File: src/rtl/nand_cp_pkg.sv
package nand_cp_pkg;
  localparam logic [7:0] OP_LOAD    = 8'h80;
  localparam logic [7:0] OP_CONFIRM = 8'h15;
  localparam logic [7:0] OP_STATUS  = 8'h70;

  typedef struct packed {
    logic cache_pend;
    logic prog_busy;
    logic fail_prev;
    logic fail_cur;
  } pipe_st_t;

  typedef enum logic [1:0] {LD_IDLE, LD_ADDR, LD_READY} load_st_e;

  function automatic logic [7:0] status_byte(pipe_st_t s, logic wp_n);
    logic cache_rdy, all_rdy;
    cache_rdy = ~s.cache_pend;
    all_rdy   = ~(s.cache_pend | s.prog_busy);
    return {wp_n, cache_rdy, all_rdy, 3'b000,
            cache_rdy & s.fail_prev, all_rdy & s.fail_cur};
  endfunction
endpackage

File: src/rtl/nand_cp_pipe.sv
module nand_cp_pipe
  import nand_cp_pkg::*;
#(
  parameter int unsigned XFER_CYC = 6,
  parameter int unsigned PROG_CYC = 40
) (
  input  logic     clk_i,
  input  logic     rst_ni,
  input  logic     confirm_i,
  input  logic     fail_inj_i,
  output pipe_st_t pst_o,
  output logic     xfer_act_o
);
  localparam int unsigned MAX_CYC = (XFER_CYC > PROG_CYC) ? XFER_CYC : PROG_CYC;
  localparam int unsigned CW      = $clog2(MAX_CYC + 1);
  localparam logic [CW-1:0] XFER_LD = CW'(XFER_CYC - 1);
  localparam logic [CW-1:0] PROG_LD = CW'(PROG_CYC - 1);

  pipe_st_t      st_q;
  logic          xfer_q;
  logic [CW-1:0] xfer_cnt_q, prog_cnt_q;

  assign pst_o      = st_q;
  assign xfer_act_o = xfer_q;

  always_ff @(posedge clk_i or negedge rst_ni) begin
    if (!rst_ni) begin
      st_q       <= '0;
      xfer_q     <= 1'b0;
      xfer_cnt_q <= '0;
      prog_cnt_q <= '0;
    end else begin
      if (confirm_i) st_q.cache_pend <= 1'b1;
      // transfer only into a free data stage
      if (st_q.cache_pend && !xfer_q && !st_q.prog_busy) begin
        xfer_q     <= 1'b1;
        xfer_cnt_q <= XFER_LD;
      end
      if (xfer_q) begin
        if (xfer_cnt_q == '0) begin
          xfer_q          <= 1'b0;
          st_q.cache_pend <= 1'b0;
          st_q.prog_busy  <= 1'b1;
          prog_cnt_q      <= PROG_LD;
          st_q.fail_prev  <= st_q.fail_cur;
          st_q.fail_cur   <= fail_inj_i;
        end else begin
          xfer_cnt_q <= xfer_cnt_q - 1'b1;
        end
      end
      if (st_q.prog_busy) begin
        if (prog_cnt_q == '0) st_q.prog_busy <= 1'b0;
        else                  prog_cnt_q     <= prog_cnt_q - 1'b1;
      end
    end
  end
endmodule

File: config.mk
export PLATFORM = sky130hd
export DESIGN_NAME = nand_cp_pipe
export DESIGN_NICKNAME = d
export VERILOG_FILES = /design/src/rtl/nand_cp_pkg.sv /design/src/rtl/nand_cp_pipe.sv
export SDC_FILE = /design/constraint.sdc
export NUM_CORES = 1
export LEC_CHECK = 0
export BUFFER_PORTS_ARGS = -buffer_cell sky130_fd_sc_hd__buf_2
export CAP_MARGIN = 20
export CORE_MARGIN = 2
export CORE_UTILIZATION = 35
export CTS_CLUSTER_SIZE = 16
export DETAILED_ROUTE_END_ITERATION = 8
export PLACE_DENSITY = 0.62
export SYNTH_ARGS = -nofsm -noshare
export SYNTH_HDL_FRONTEND = slang
export SYNTH_SLANG_ARGS = --single-unit
File: constraint.sdc
create_clock -name clk_i -period 2.47 [get_ports clk_i]
set_clock_uncertainty 0.1 [all_clocks]
set_input_delay 0.247 -clock clk_i [delete_from_list [all_inputs] [get_ports clk_i]]
set_output_delay 0.247 -clock clk_i [all_outputs]
set_load 0.02 [all_outputs]
==> out/metrics.yaml, run 1 <==
initial_core_util: 0.360
maxSlewViolCount: 0
clockBufferDepth: 2
num_rows: 18
cts_sinks: 17
drt_wl_total_um: 1520
rsz0062_at_grt: "no"
path_max_fanout: 7
dr_wl_met3_um: 50
postSynthAreaPerCell_um2: 10.8
hp-class: "primary input to register"
worst_pin_slew_ns: 0.447
grt_overflow: 0
cp.required_ns: 2.56
fmax_mhz: 523
power.density_mw_per_mm2: 1300
yosys_register_bits: 17
slew_headroom: 0.699
finalHoldViolations: 0
clkSlewWorstSetupHoldPaths_ns: 0.10
ctsResizeCount: 0
synthTopCellsByCount: "dfrtp_1, nand2_1, inv_1, nand3_1, ha_1"
worstPathArrival_ns: 2.01
final.period_utilization: 0.775
numPortBuffers: 8
top_layer_used: "met4"
hpwlAfterDp_um: 1100
async_flop_share: 1.00
setup_viol: 0
drc: 0
die_h_um: 54.0
drive_gt1_frac: 0.237
critPathLaunchType: "register"
yosys-top-cells-area: "dfrtp_1, ha_1, nand2_1"
ys_seq_area_frac: 0.486
dieArea_mm2: 0.00292
synth_nets: 89
synth_cell_types: 32
met1_length_um: 732
p_leak_nw: 0.429
synth_top_area_share: 0.486
status: "complete, no violations"
vias: 657
ant_nets: 0
synth-edff-count: 0
pre_cts_ws_ns: 0.561
synth_largest_area_cell: "dfrtp_1"
tns_ns: 0
dp_cells: 118
syn_inst: 81
max_cap_violations: 0
nets: 102
synth-main-ff-cell: "dfrtp_1"
cts_max_level: 1
core_mm2: 0.00243
fp.dieW_um: 54.0
grt_max_degree: 18
routed_via_density: 5.34
synth.most_common_cell: "dfrtp_1"
antenna_found_initial: 0
endpoint_kind: "register"
drt-wirelength-per-cell_um: 12.4
drtIter0Drc: 17
ios: 9
min_period_ns: 1.91
syn_area_um2: 876
critPathKind: "register to register"
grt_pass1_vias: 578
gp_congestion: 0.803
setup_slack_ns: 0.556
synth_warnings: 0
cts-buffers-inserted: 3
clock_latency_ns: 0.30
areaGrowthSynthToFinish_pct: 12.6
drtPass1Iterations: 4
fin_cells: 123
root_buffer: "clkbuf_4"
vdd_drop_max_uv: 513
grt_pass1_wl_um: 2530
cts_tree: "done"
wl_met2_um: 699
n_antenna_cell: 0
grt_use_total: 0.119
final timing paths:
kind | startpoint | to | slack, ns | cells after the start
min | confirm_i | pst_o[3]$_DFF_PN0_ | 0.04 | 2
max reg2reg | prog_cnt_q[0]$_DFF_PN0_ | prog_cnt_q[0]$_DFF_PN0_ | 0.56 | 6
min reg2reg | pst_o[1]$_DFFE_PN0P_ | pst_o[1]$_DFFE_PN0P_ | 0.42 | 1
min in group asynchronous | rst_ni | xfer_cnt_q[5]$_DFF_PN0_ | 0.28 | 2
max | prog_cnt_q[0]$_DFF_PN0_ | prog_cnt_q[0]$_DFF_PN0_ | 0.56 | 6
max in group asynchronous | rst_ni | prog_cnt_q[0]$_DFF_PN0_ | 1.71 | 2
kinds of logic (layout without fill, tap and decap cells):
family | count (synthesis) | after routing | share of synthesized area
muxes | 3 | 3 | 0.0429
adders and majority gates | 4 | 4 | 0.0571
DFF | 17 | 17 | 0.486
AOI/OAI and AO/OA | 22 | 22 | 0.194
buffers and inverters | 7 | 19 | 0.0300
and+or+nand+nor | 27 | 27 | 0.180
xor gates and xnor gates | 1 | 1 | 0.0100
through the flow:
step           total power [W]  area, um2   util  hold slack [ns]
3_3_place_gp           0.00111        950  0.390           0.0892
6_report               0.00128        986  0.405           0.0416
5_1_grt                0.00140        986  0.405           0.0379
3_5_place_dp           0.00113        950  0.390           0.0986
2_1_floorplan         0.000991        876      -           -0.149
4_1_cts                0.00129        986  0.405           0.0427
critical path, cell delays in order (launching register included):
cell,delay (ns)
dfrtp_1,0.38
inv_1,0.11
ha_1,0.15
or4b_4,0.47
o21ai_4,0.22
nand2_2,0.11
mux2_4,0.26
layout by cell type, fill, tap and decap left out, types with 2 or more instances in the layout:
master	netlist	layout
inv_1	6	6
o31ai_1	2	2
a2bb2oi_1	2	2
clkbuf_4	0	3
dfrtp_1	17	17
mux2_2	2	2
o21a_1	3	3
a31oi_1	3	3
o21ai_0	3	3
nor3_1	3	3
nand3_1	5	5
buf_2	0	8
nor2_1	3	3
or3_1	2	2
nand2_1	8	8
ha_1	4	4
per-layer routing:
layer | up-vias | track usage
li1 | 322 | -
met1 | 315 | 0.155
met2 | 15 | 0.185
met3 | 5 | 0.00833
met4 | 0 | 0.0833
met5 | - | 0
report_power, final:
| part | total [W] | internal, W | switching (W) |
|---|---|---|---|
| Sequential | 0.000563 | 0.000408 | 0.000156 |
| Clock | 0.000157 | 0.0000630 | 0.0000941 |
| Combinational | 0.000561 | 0.000262 | 0.000299 |
| Total | 0.00128 | 0.000732 | 0.000549 |
area by class of cell:
cell class,count,area [um2]
well taps,30,37.5
inverters,6,22.5
fillers,248,1450
multi-input cells,57,424
clock buffers,4,26.3
flip-flops and latches,17,425
repair buffers,9,50.0
flip-flops by register name (all words and copies together) (netlist names):
register	flops
pst_o	4
xfer_act_o	1
xfer_cnt_q	6
prog_cnt_q	6
repair_timing:
item,in CTS,in global routing
endpoints found under the hold margin,17,0
buffers inserted,0,0
hold buffers,1,0
(Power assumes the default switching activity.)
==> run 2, diff against run 1 <==
==> constraint.sdc (replaced) <==
create_clock -name clk_i -period 1.9 [get_ports clk_i]
set_clock_uncertainty 0.1 [all_clocks]
set_input_delay 0.19 -clock clk_i [delete_from_list [all_inputs] [get_ports clk_i]]
set_output_delay 0.19 -clock clk_i [all_outputs]
set_load 0.02 [all_outputs]
==> out/metrics.yaml, run 2 (synthesis results as in run 1) <==
pre_cts_ws_ns: 0.0678  # was 0.561 ns
worstReg2RegEnd: "prog_cnt_q[0]$_DFF_PN0_"  # unchanged
cts_tree: "done"  # unchanged
die_h_um: 54.0  # unchanged
met2_usage: 0.209  # was 0.185
power.density_mw_per_mm2: 1690  # was 1300 mW/mm2
n_antenna_cell: 0  # unchanged
path_max_fanout: 4  # was 7
drc: 0  # unchanged
busiest_layer: "met2"  # unchanged
cp.required_ns: 1.98  # was 2.56 ns
crit_cells: 6  # unchanged
setup_slack_ns: 0.0804  # was 0.556 ns
num_rows: 18  # unchanged
clock_latency_ns: 0.29  # was 0.30 ns
initial_core_util: 0.360  # unchanged
min_period_ns: 1.82  # was 1.91 ns
slowest_delay_ns: 0.47  # about the same
grt_pass1_wl_um: 2670  # was 2530 um
drive_gt1_frac: 0.255  # was 0.237
antenna_found_initial: 0  # unchanged
worst-path-buf-inv: 1  # unchanged
cpMaxStageDelayCell: "or4b_4"  # unchanged
worst_pin_slew_ns: 0.443  # was 0.447 ns
nets: 103  # was 102
ant_nets: 0  # unchanged
ios: 9  # unchanged
max_cap_violations: 0  # unchanged
r2r-start: "prog_cnt_q[0]$_DFF_PN0_"  # unchanged
met1_usage: 0.163  # was 0.155
layout_common_cells: "dfrtp_1, nand2_1, buf_2"  # unchanged
setup_viol: 0  # unchanged
drt-wirelength-per-cell_um: 12.7  # was 12.4 um
hpwlAfterDp_um: 1160  # was 1100 um
status: "complete, no violations"  # unchanged
hold_slack_ns: 0.00876  # was 0.0416 ns
final_common_cell: "dfrtp_1"  # unchanged
min_from: "confirm_i"  # unchanged
reg2regPathDepth: 6  # unchanged
root_buffer: "clkbuf_4"  # unchanged
core_mm2: 0.00243  # unchanged
fp.dieW_um: 54.0  # unchanged
areaGrowthSynthToFinish_pct: 13.4  # was 12.6%
crit_family: "simple AND/OR/NAND/NOR gates"  # unchanged
gp_congestion: 0.768  # was 0.803
grt_max_degree: 18  # unchanged
cts-buffers-inserted: 3  # unchanged
routed_via_density: 5.43  # was 5.34
power.total_w: 0.00168  # was 0.00128 W
endpoint_kind: "register"  # unchanged
critPathKind: "register to register"  # unchanged
cts_max_level: 1  # unchanged
vdd_drop_max_uv: 723  # was 513 uV
tns_ns: 0  # unchanged
finalHoldViolations: 0  # unchanged
slew_headroom: 0.702  # was 0.699
clockBufferDepth: 2  # unchanged
grt_overflow: 0  # unchanged
final.period_utilization: 0.958  # was 0.775
numPortBuffers: 8  # unchanged
dieArea_mm2: 0.00292  # unchanged
drtPass1Iterations: 4  # unchanged
critPathLaunchType: "register"  # unchanged
rsz0062_at_grt: "no"  # unchanged
grt_use_total: 0.125  # was 0.119
timing.critical_path.from: "prog_cnt_q[0]$_DFF_PN0_"  # unchanged
cts_setup_buffers: 0  # unchanged
fmax_mhz: 550  # was 523 MHz
grtUsageMet3: 0.00833  # unchanged
drtIter0Drc: 13  # was 17
vias: 673  # was 657
grt_pass1_vias: 626  # was 578
cp-endpoint: "prog_cnt_q[0]$_DFF_PN0_"  # unchanged
maxSlewViolCount: 0  # unchanged
clkSlewWorstSetupHoldPaths_ns: 0.10  # about the same
r2r_setup_slack_ns: 0.08  # was 0.56 ns
hp-class: "primary input to register"  # unchanged
worstPathArrival_ns: 1.90  # was 2.01 ns
cts_sinks: 17  # unchanged
cp_cell_sequence: "inv_2 > ha_1 > or4b_4 > o21ai_4 > nand2_2 > mux2_4"  # was inv_1 > ha_1 > or4b_4 > o21ai_4 > nand2_2 > mux2_4
p_leak_nw: 0.433  # was 0.429 nW
drt_wl_total_um: 1580  # was 1520 um
-- run 2: changes by cell type in the layout (fill, tap and decap cells not counted), sizes merged --
cell / change
buf: +1
-- run 2: through the flow --
step	area, um2	util	instances
6_report	993	0.408	124
5_1_grt	993	0.408	124
4_1_cts	993	0.408	124
3_5_place_dp	957	0.394	119
3_3_place_gp	957	0.394	119
2_1_floorplan	876	-	81
-- run 2: how the worst min path moves through the flow --
stage / endpoint / slack [ns] / cells after the start
global route: pst_o[3]$_DFF_PN0_ / 0.008 / 2
detailed placement: xfer_cnt_q[5]$_DFF_PN0_ / 0.04 / 1
CTS: pst_o[3]$_DFF_PN0_ / 0.01 / 2
floorplan: prog_cnt_q[0]$_DFF_PN0_ / -0.21 / 0
global placement: xfer_cnt_q[5]$_DFF_PN0_ / 0.04 / 1
finish: pst_o[3]$_DFF_PN0_ / 0.009 / 2
-- run 2: layout make-up --
class                           count  area (um2)
Sequential cell                    17         425
Inverter                            6        22.5
Timing Repair Buffer               10        57.6
Fill cell                         228        1440
Multi-Input combinational cell     57         424
Clock buffer                        4        26.3
Tap cell                           30        37.5
-- run 2: what timing repair did --
action                                  CTS  global route
hold endpoints to repair                 17             0
endpoints found under the setup margin    0             3
gates resized for setup                   0             1
hold buffers                              1             0
-- run 2: power breakdown --
part	internal, W	switching [W]
sequential	0.000530	0.000204
clock	0.0000816	0.000113
combinational	0.000356	0.000397
-- run 2: worst reg2reg max path, cell delays in order, from the launching register on --
cell and delay, ns:
dfrtp_1 0.41, inv_2 0.08, ha_1 0.14, or4b_4 0.47
o21ai_4 0.16, nand2_2 0.09, mux2_4 0.27
-- run 2: routing by layer --
layer / vias up / wire, um
li1: 322 / -
met1: 332 / 730
met2: 15 / 758
met3: 4 / 55
met4: 0 / 32
met5: - / 0
